===== src/rtl/segaddr_pkg.sv =====
package segaddr_pkg;
  typedef enum logic [1:0] {
    KIND_CODE  = 2'd0,
    KIND_DATA  = 2'd1,
    KIND_STACK = 2'd2,
    KIND_XDST  = 2'd3
  } acc_kind_e;

  typedef enum logic [1:0] {
    PH_IDLE   = 2'd0,
    PH_FIRST  = 2'd1,
    PH_SECOND = 2'd2
  } phase_e;
endpackage


===== src/rtl/segaddr_segsel.sv =====
module segaddr_segsel
  import segaddr_pkg::*;
#(
  parameter int SEG_W = 16
) (
  input  logic [1:0]       kind,
  input  logic [SEG_W-1:0] seg_code,
  input  logic [SEG_W-1:0] seg_data,
  input  logic [SEG_W-1:0] seg_stack,
  input  logic [SEG_W-1:0] seg_extra,
  input  logic             ovr_en,
  input  logic [SEG_W-1:0] ovr_seg,
  output logic [SEG_W-1:0] seg_out
);
  always_comb begin
    unique case (acc_kind_e'(kind))
      KIND_CODE:  seg_out = seg_code;
      KIND_DATA:  seg_out = ovr_en ? ovr_seg : seg_data;
      KIND_STACK: seg_out = ovr_en ? ovr_seg : seg_stack;
      default:    seg_out = seg_extra;
    endcase
  end
endmodule


===== src/rtl/segaddr_calc.sv =====
module segaddr_calc #(
  parameter int SEG_W     = 16,
  parameter int OFF_W     = 16,
  parameter int SEG_SHIFT = 4,
  localparam int ADDR_W   = SEG_W + SEG_SHIFT
) (
  input  logic [SEG_W-1:0]  seg,
  input  logic [OFF_W-1:0]  off,
  output logic [ADDR_W-1:0] phys
);
  logic [ADDR_W-1:0] base_w;
  logic [ADDR_W-1:0] off_w;

  assign base_w = {seg, {SEG_SHIFT{1'b0}}};
  assign off_w  = ADDR_W'(off);
  // the sum is truncated to ADDR_W bits, which gives the modulo wrap
  assign phys   = base_w + off_w;
endmodule


===== src/rtl/segaddr_lanes.sv =====
module segaddr_lanes #(
  parameter int LANE_W = 8,
  localparam int DW    = 2 * LANE_W
) (
  input  logic              is_word,
  input  logic              a0,
  input  logic              phase2,
  input  logic [DW-1:0]     wdata,
  input  logic [DW-1:0]     rdata,
  output logic              bhe_n,
  output logic [DW-1:0]     lane_wdata,
  output logic [LANE_W-1:0] rd_byte
);
  logic [LANE_W-1:0] w_lo, w_hi;
  assign w_lo = wdata[LANE_W-1:0];
  assign w_hi = wdata[DW-1:LANE_W];

  always_comb begin
    if (phase2) begin
      bhe_n      = 1'b1;
      lane_wdata = {w_hi, w_hi};
    end else if (is_word) begin
      bhe_n      = 1'b0;
      lane_wdata = a0 ? {w_lo, w_lo} : wdata;
    end else begin
      bhe_n      = ~a0;
      lane_wdata = {w_lo, w_lo};
    end
  end

  assign rd_byte = a0 ? rdata[DW-1:LANE_W] : rdata[LANE_W-1:0];
endmodule


===== src/rtl/segaddr_lane_gen.sv =====
module segaddr_lane_gen
  import segaddr_pkg::*;
#(
  parameter int SEG_W     = 16,
  parameter int OFF_W     = 16,
  parameter int SEG_SHIFT = 4,
  parameter int LANE_W    = 8
) (
  input  logic                         clk,
  input  logic                         rst_n,
  input  logic                         req_valid,
  output logic                         req_ready,
  input  logic [1:0]                   req_kind,
  input  logic                         req_word,
  input  logic                         req_write,
  input  logic [OFF_W-1:0]             req_offset,
  input  logic [2*LANE_W-1:0]          req_wdata,
  input  logic [SEG_W-1:0]             seg_code,
  input  logic [SEG_W-1:0]             seg_data,
  input  logic [SEG_W-1:0]             seg_stack,
  input  logic [SEG_W-1:0]             seg_extra,
  input  logic                         ovr_en,
  input  logic [SEG_W-1:0]             ovr_seg,
  output logic                         bus_cyc,
  output logic [SEG_W+SEG_SHIFT-1:0]   bus_addr,
  output logic                         bus_bhe_n,
  output logic                         bus_wr,
  output logic [2*LANE_W-1:0]          bus_wdata,
  input  logic [2*LANE_W-1:0]          bus_rdata,
  output logic                         done,
  output logic [2*LANE_W-1:0]          done_rdata
);
  localparam int ADDR_W = SEG_W + SEG_SHIFT;
  localparam int DW     = 2 * LANE_W;

  phase_e            phase_q;
  logic [SEG_W-1:0]  sel_seg, seg_q;
  logic [OFF_W-1:0]  off_q, off_eff;
  logic              word_q, write_q;
  logic [DW-1:0]     wdata_q;
  logic [LANE_W-1:0] lo_q, rd_byte;
  logic [ADDR_W-1:0] phys;
  logic              accept, phase2, split;
  logic              done_q;
  logic [DW-1:0]     done_rdata_q;

  segaddr_segsel #(.SEG_W(SEG_W)) u_segsel (
    .kind(req_kind), .seg_code(seg_code), .seg_data(seg_data),
    .seg_stack(seg_stack), .seg_extra(seg_extra),
    .ovr_en(ovr_en), .ovr_seg(ovr_seg), .seg_out(sel_seg)
  );

  assign phase2  = (phase_q == PH_SECOND);
  assign split   = word_q & off_q[0];
  assign off_eff = phase2 ? off_q + OFF_W'(1) : off_q;

  segaddr_calc #(.SEG_W(SEG_W), .OFF_W(OFF_W), .SEG_SHIFT(SEG_SHIFT)) u_calc (
    .seg(seg_q), .off(off_eff), .phys(phys)
  );

  segaddr_lanes #(.LANE_W(LANE_W)) u_lanes (
    .is_word(word_q), .a0(phys[0]), .phase2(phase2),
    .wdata(wdata_q), .rdata(bus_rdata),
    .bhe_n(bus_bhe_n), .lane_wdata(bus_wdata), .rd_byte(rd_byte)
  );

  assign req_ready  = (phase_q == PH_IDLE);
  assign accept     = req_valid & req_ready;
  assign bus_cyc    = (phase_q != PH_IDLE);
  assign bus_addr   = phys;
  assign bus_wr     = write_q;
  assign done       = done_q;
  assign done_rdata = done_rdata_q;

  always_ff @(posedge clk or negedge rst_n) begin
    if (!rst_n) begin
      phase_q      <= PH_IDLE;
      seg_q        <= '0;
      off_q        <= '0;
      word_q       <= 1'b0;
      write_q      <= 1'b0;
      wdata_q      <= '0;
      lo_q         <= '0;
      done_q       <= 1'b0;
      done_rdata_q <= '0;
    end else begin
      done_q <= 1'b0;
      unique case (phase_q)
        PH_IDLE: if (accept) begin
          seg_q   <= sel_seg;
          off_q   <= req_offset;
          word_q  <= req_word;
          write_q <= req_write;
          wdata_q <= req_wdata;
          phase_q <= PH_FIRST;
        end
        PH_FIRST: if (split) begin
          lo_q    <= rd_byte;
          phase_q <= PH_SECOND;
        end else begin
          phase_q      <= PH_IDLE;
          done_q       <= 1'b1;
          done_rdata_q <= write_q ? '0 : (word_q ? bus_rdata : DW'(rd_byte));
        end
        default: begin
          phase_q      <= PH_IDLE;
          done_q       <= 1'b1;
          done_rdata_q <= write_q ? '0 : {bus_rdata[LANE_W-1:0], lo_q};
        end
      endcase
    end
  end

  AST_BUSY_NOT_READY: assert property (@(posedge clk) disable iff (!rst_n)
    bus_cyc |-> !req_ready);
  AST_ACCEPT_STARTS_CYC: assert property (@(posedge clk) disable iff (!rst_n)
    (req_valid && req_ready) |=> bus_cyc);
  AST_NO_DEAD_LANES: assert property (@(posedge clk) disable iff (!rst_n)
    bus_cyc |-> !(bus_bhe_n && bus_addr[0]));
  AST_SECOND_IS_EVEN_LOW: assert property (@(posedge clk) disable iff (!rst_n)
    (bus_cyc && $past(bus_cyc)) |-> (!bus_addr[0] && bus_bhe_n));
  AST_SPLIT_KEEPS_DIR: assert property (@(posedge clk) disable iff (!rst_n)
    (bus_cyc && $past(bus_cyc)) |-> (bus_wr == $past(bus_wr)));
  AST_DONE_AFTER_CYC: assert property (@(posedge clk) disable iff (!rst_n)
    done |-> ($past(bus_cyc) && !bus_cyc));
  AST_DONE_ONE_SHOT: assert property (@(posedge clk) disable iff (!rst_n)
    done |=> !done);
endmodule


===== config.mk =====
export PLATFORM = sky130hd
export DESIGN_NAME = segaddr_lane_gen
export DESIGN_NICKNAME = d
export VERILOG_FILES = /design/src/rtl/segaddr_pkg.sv /design/src/rtl/segaddr_segsel.sv /design/src/rtl/segaddr_calc.sv /design/src/rtl/segaddr_lanes.sv /design/src/rtl/segaddr_lane_gen.sv
export SDC_FILE = /design/constraint.sdc
export NUM_CORES = 1
export LEC_CHECK = 0
export ABC_AREA = 1
export ABC_CLOCK_PERIOD_IN_PS = 3000
export BUFFER_PORTS_ARGS = -buffer_cell sky130_fd_sc_hd__buf_2
export CORE_UTILIZATION = 51
export DETAILED_ROUTE_END_ITERATION = 6
export PLACE_DENSITY = 0.8
export SLEW_MARGIN = 20
export SYNTH_ARGS = -nofsm -noshare
export SYNTH_HDL_FRONTEND = slang
export SYNTH_HIERARCHICAL = 1
export SYNTH_SLANG_ARGS = --single-unit

===== constraint.sdc =====
create_clock -name clk -period 3 [get_ports clk]
set_clock_uncertainty 0.1 [all_clocks]
set_input_delay 0.3 -clock clk [delete_from_list [all_inputs] [get_ports clk]]
set_output_delay 0.3 -clock clk [all_outputs]
set_load 0.02 [all_outputs]

==> flow_summary_export.csv <==
group,metric,value,unit
pwr,ir_worst_vdd,0.3989,mV
critical_path,rrSetupSlack,0.90,ns
finish,fillCellCount,940,
clock_tree,path_clk_slew,0.08,ns
critical_path,arrival,2.62,ns
detailed_routing,drc_errors,0,
detailed_routing,wl_met3,1.038,mm
detailed_routing,wl_met1,7.128,mm
synth,synthFlopType,"dfrtp_1",
placed_design,place_area,6545,sq um
global_routing,grt_max_degree,78,
finish,fin_area,7132,sq um
timing,max_freq,0.3314,GHz
floorplan,core,10460,sq um
placed_design,hpwl,11.49,mm
detailed_routing,wl_met2,7.668,mm
worst_hold_path,hold_class,"input port to async pin",
timing,finalSetupViolCount,2,
placed_design,dp_slack,0.1780,ns
detailed_routing,drtAntennaViolNets,0,
finish,areaGrowthSynthToFinish,27.60,%
clock_tree,insertion_delay,0.35,ns
finish,final_util,0.6817,
timing,grt_setup_unrepaired,"true",
finish,layout.nets,1227,
synth,yosysSeqAreaShare,0.3448,
floorplan,rows,37,
detailed_routing,post_drt_wl_per_cell,13.15,um
timing,fin_ws,-0.01785,ns
synth,yosysTopAreaCell,"nand2_1",
finish,drive_gt1_frac,0.2692,
synth,ys_async_sr_fraction,1.000,
detailed_routing,viasPerCell,4.998,
critical_path,crit_type,"register to primary output",
pwr,p_leak,4.184,nW
floorplan,die_area,11380,sq um
finish,regArea,1928,sq um
placed_design,numPortBuffers,192,
detailed_routing,drtIter0Drc,355,
timing,slew_headroom,0.3445,
synth,synth_fp_nets,1038,
finish,multi_input_area,3333,sq um
global_routing,grt_pass1_vias,5491,
synth,syn_area,5589,sq um
global_routing,grt.total_usage,0.2787,
synth,synth_enable_flop_cells,0,
clock_tree,cts_tree,"yes",
clock_tree,cts_max_path_buffers,2,
timing,finalCritPeriodShare,1.006,
critical_path,regToRegEndpoint,"done_rdata[2]",
detailed_routing,drt_first_pass_iters,4,
synth,synth.top_cell.area_share,0.3519,
placed_design,gp_congestion,0.9082,
critical_path,crit_required,2.60,ns
synth,synth_area_per_cell,6.294,sq um
critical_path,r2r_start,"phase_q[0]",
floorplan,dieHeight,106.7,um
critical_path,reg2reg_depth,12,
synth,yosys_warnings,6,
critical_path,cp_max_fo,4,
critical_path,cp-start-kind,"register",
timing,finalHoldViolations,1,
pwr,powerDensity,642.8,nW/um^2
clock_tree,cts.hold.buffers_added,0,
timing,drv_slew,0,
timing,hold_ws,-0.0003660,ns
critical_path,end_kind,"primary output",
synth,ys_ff_latch,77,
detailed_routing,num_vias,6082,
synth,synth_area_leaders,"nand2_1, dfrtp_1, inv_1",
synth,synth_cells,888,
synth,synthDistinctLibCells,33,
pwr,finalPower,4.584,mW
finish,antenna_cells,0,
floorplan,ios,193,
clock_tree,htree_levels,3,
floorplan,initial_core_util,0.5342,
global_routing,antenna_found_initial,0,
detailed_routing,finalWirelength,16.00,mm
detailed_routing,top_layer,"met4",
status,violations,"hold timing, setup timing",
status,outcome,"finished with violations",
clock_tree,cts-root-buf,"clkbuf_8",
job,drv_cap,0,
floorplan,die_x,106.7,um
clock_tree,cts_made_buffers,9,
timing,worstMarginPinSlew,0.9833,ns
timing,period_needed,3.018,ns
clock_tree,clock-sinks,77,
global_routing,grt_first_pass_wirelength,25.47,mm
global_routing,globalRouteOverflowTotal,0,
==> state kept, by name (all words and copies together), names as in the netlist <==
name	flops
off_q	16
seg_q	16
done	1
lo_q	8
word_q	1
done_rdata	16
wdata_q	16
phase_q	2
bus_wr	1
==> stage by stage <==
stage / hold WS (ns) / std cells / setup TNS [ns]
finish: -0.0003660 / 1217 / -0.01995
global route: 0.02555 / 1217 / -1.141
CTS: 0.01815 / 1210 / -0.08167
detailed placement: 0.3613 / 1188 / 0
global placement: 0.3587 / 1188 / 0
floorplan: -0.09559 / 888 / 0
==> synth_stat cells (5+ instances only) <==
cell type,count
nand2_1,524
dfrtp_1,77
inv_1,67
nand3_1,31
nor2_1,26
o21ai_0,24
nand4_1,21
buf_2,13
ha_1,13
xor2_1,13
buf_4,10
inv_2,9
o211ai_1,8
clkbuf_1,6
a21oi_1,5
==> cells by family (layout without fill, tap and decap cells) <==
family | after synthesis | in the layout | share of synthesized area
AOI/OAI and AO/OA | 37 | 37 | 0.03671
and+or+nand+nor | 630 | 630 | 0.4636
adders and majority gates | 14 | 14 | 0.03268
buffers and inverters | 113 | 306 | 0.09559
xor gates and xnor gates | 17 | 17 | 0.02664
DFF | 77 | 77 | 0.3448
==> layout by cell type (no fill, tap or decap), types with 2 or more instances in the layout <==
master and count:
bufinv_16 3, nor3_2 4, a21oi_1 3, o211ai_1 8
nand3_2 2, buf_6 4, nand2_2 12, ha_1 7
nand2_4 3, inv_2 10, a21oi_2 2, buf_2 181
nand3_1 29, o21ai_0 23, inv_8 2, nand2_1 513
nand4_1 21, dfrtp_1 76, nor2_1 19, nor2_2 7
xor2_1 12, or2_1 2, buf_4 27, ha_4 5
xnor2_1 4, clkbuf_8 9, inv_1 66, nand3b_1 3
nor2_4 7, nand2_8 3
==> worst max-delay path, cell delays in order, from the launching register on <==
cell and delay, ns:
dfrtp_1 0.41, buf_4 0.16, nand3_4 0.11, nor2_4 0.17, nand2_2 0.08, nor2_1 0.11, nand3b_1 0.08, nand2_1 0.14
ha_4 0.24, nand2_2 0.09, inv_1 0.05, nand2_1 0.06, nand2_1 0.06, a21oi_1 0.16, nand3_1 0.10, nand2_1 0.10
buf_6 0.12
==> power breakdown <==
part | internal [mW] | switching, mW | leakage [nW] | total [mW]
Sequential | 1.29 | 0.196 | 0.964 | 1.49
Combinational | 0.811 | 1.34 | 3.11 | 2.15
Clock | 0.550 | 0.397 | 0.116 | 0.947
==> repair_timing <==
action	4_1_cts	5_1_grt
resized for setup	23	39
setup buffers	7	7
pin swaps	9	21
endpoints found under the setup margin	13	12
==> area by class of cell <==
cell class              count  area share
flip-flops and latches     77      0.2704
repair buffers            212      0.1618
inverters                  79     0.04368
well taps                 136     0.02386
clock inverters             6     0.01561
clock buffers               9     0.01737
multi-input cells         698      0.4674
==> how the worst max path moves through the flow <==
stage / slack [ns] / cells after the start / startpoint / to
finish: -0.02 / 16 / off_q[0] / bus_addr[19]
global route: -0.20 / 17 / off_q[0] / bus_addr[19]
CTS: -0.04 / 13 / off_q[1] / bus_addr[12]
detailed placement: 0.18 / 15 / off_q[0] / bus_addr[19]
global placement: 0.14 / 13 / off_q[0] / bus_addr[12]
floorplan: 0.35 / 12 / off_q[0] / bus_addr[12]
==> metal layers <==
layer	global-route usage	up-vias
li1	-	3094
met1	0.3816	2736
met2	0.4654	237
met3	0.04438	15
met4	0.05871	0
met5	0	-
Power figures use the tool's default switching activity.
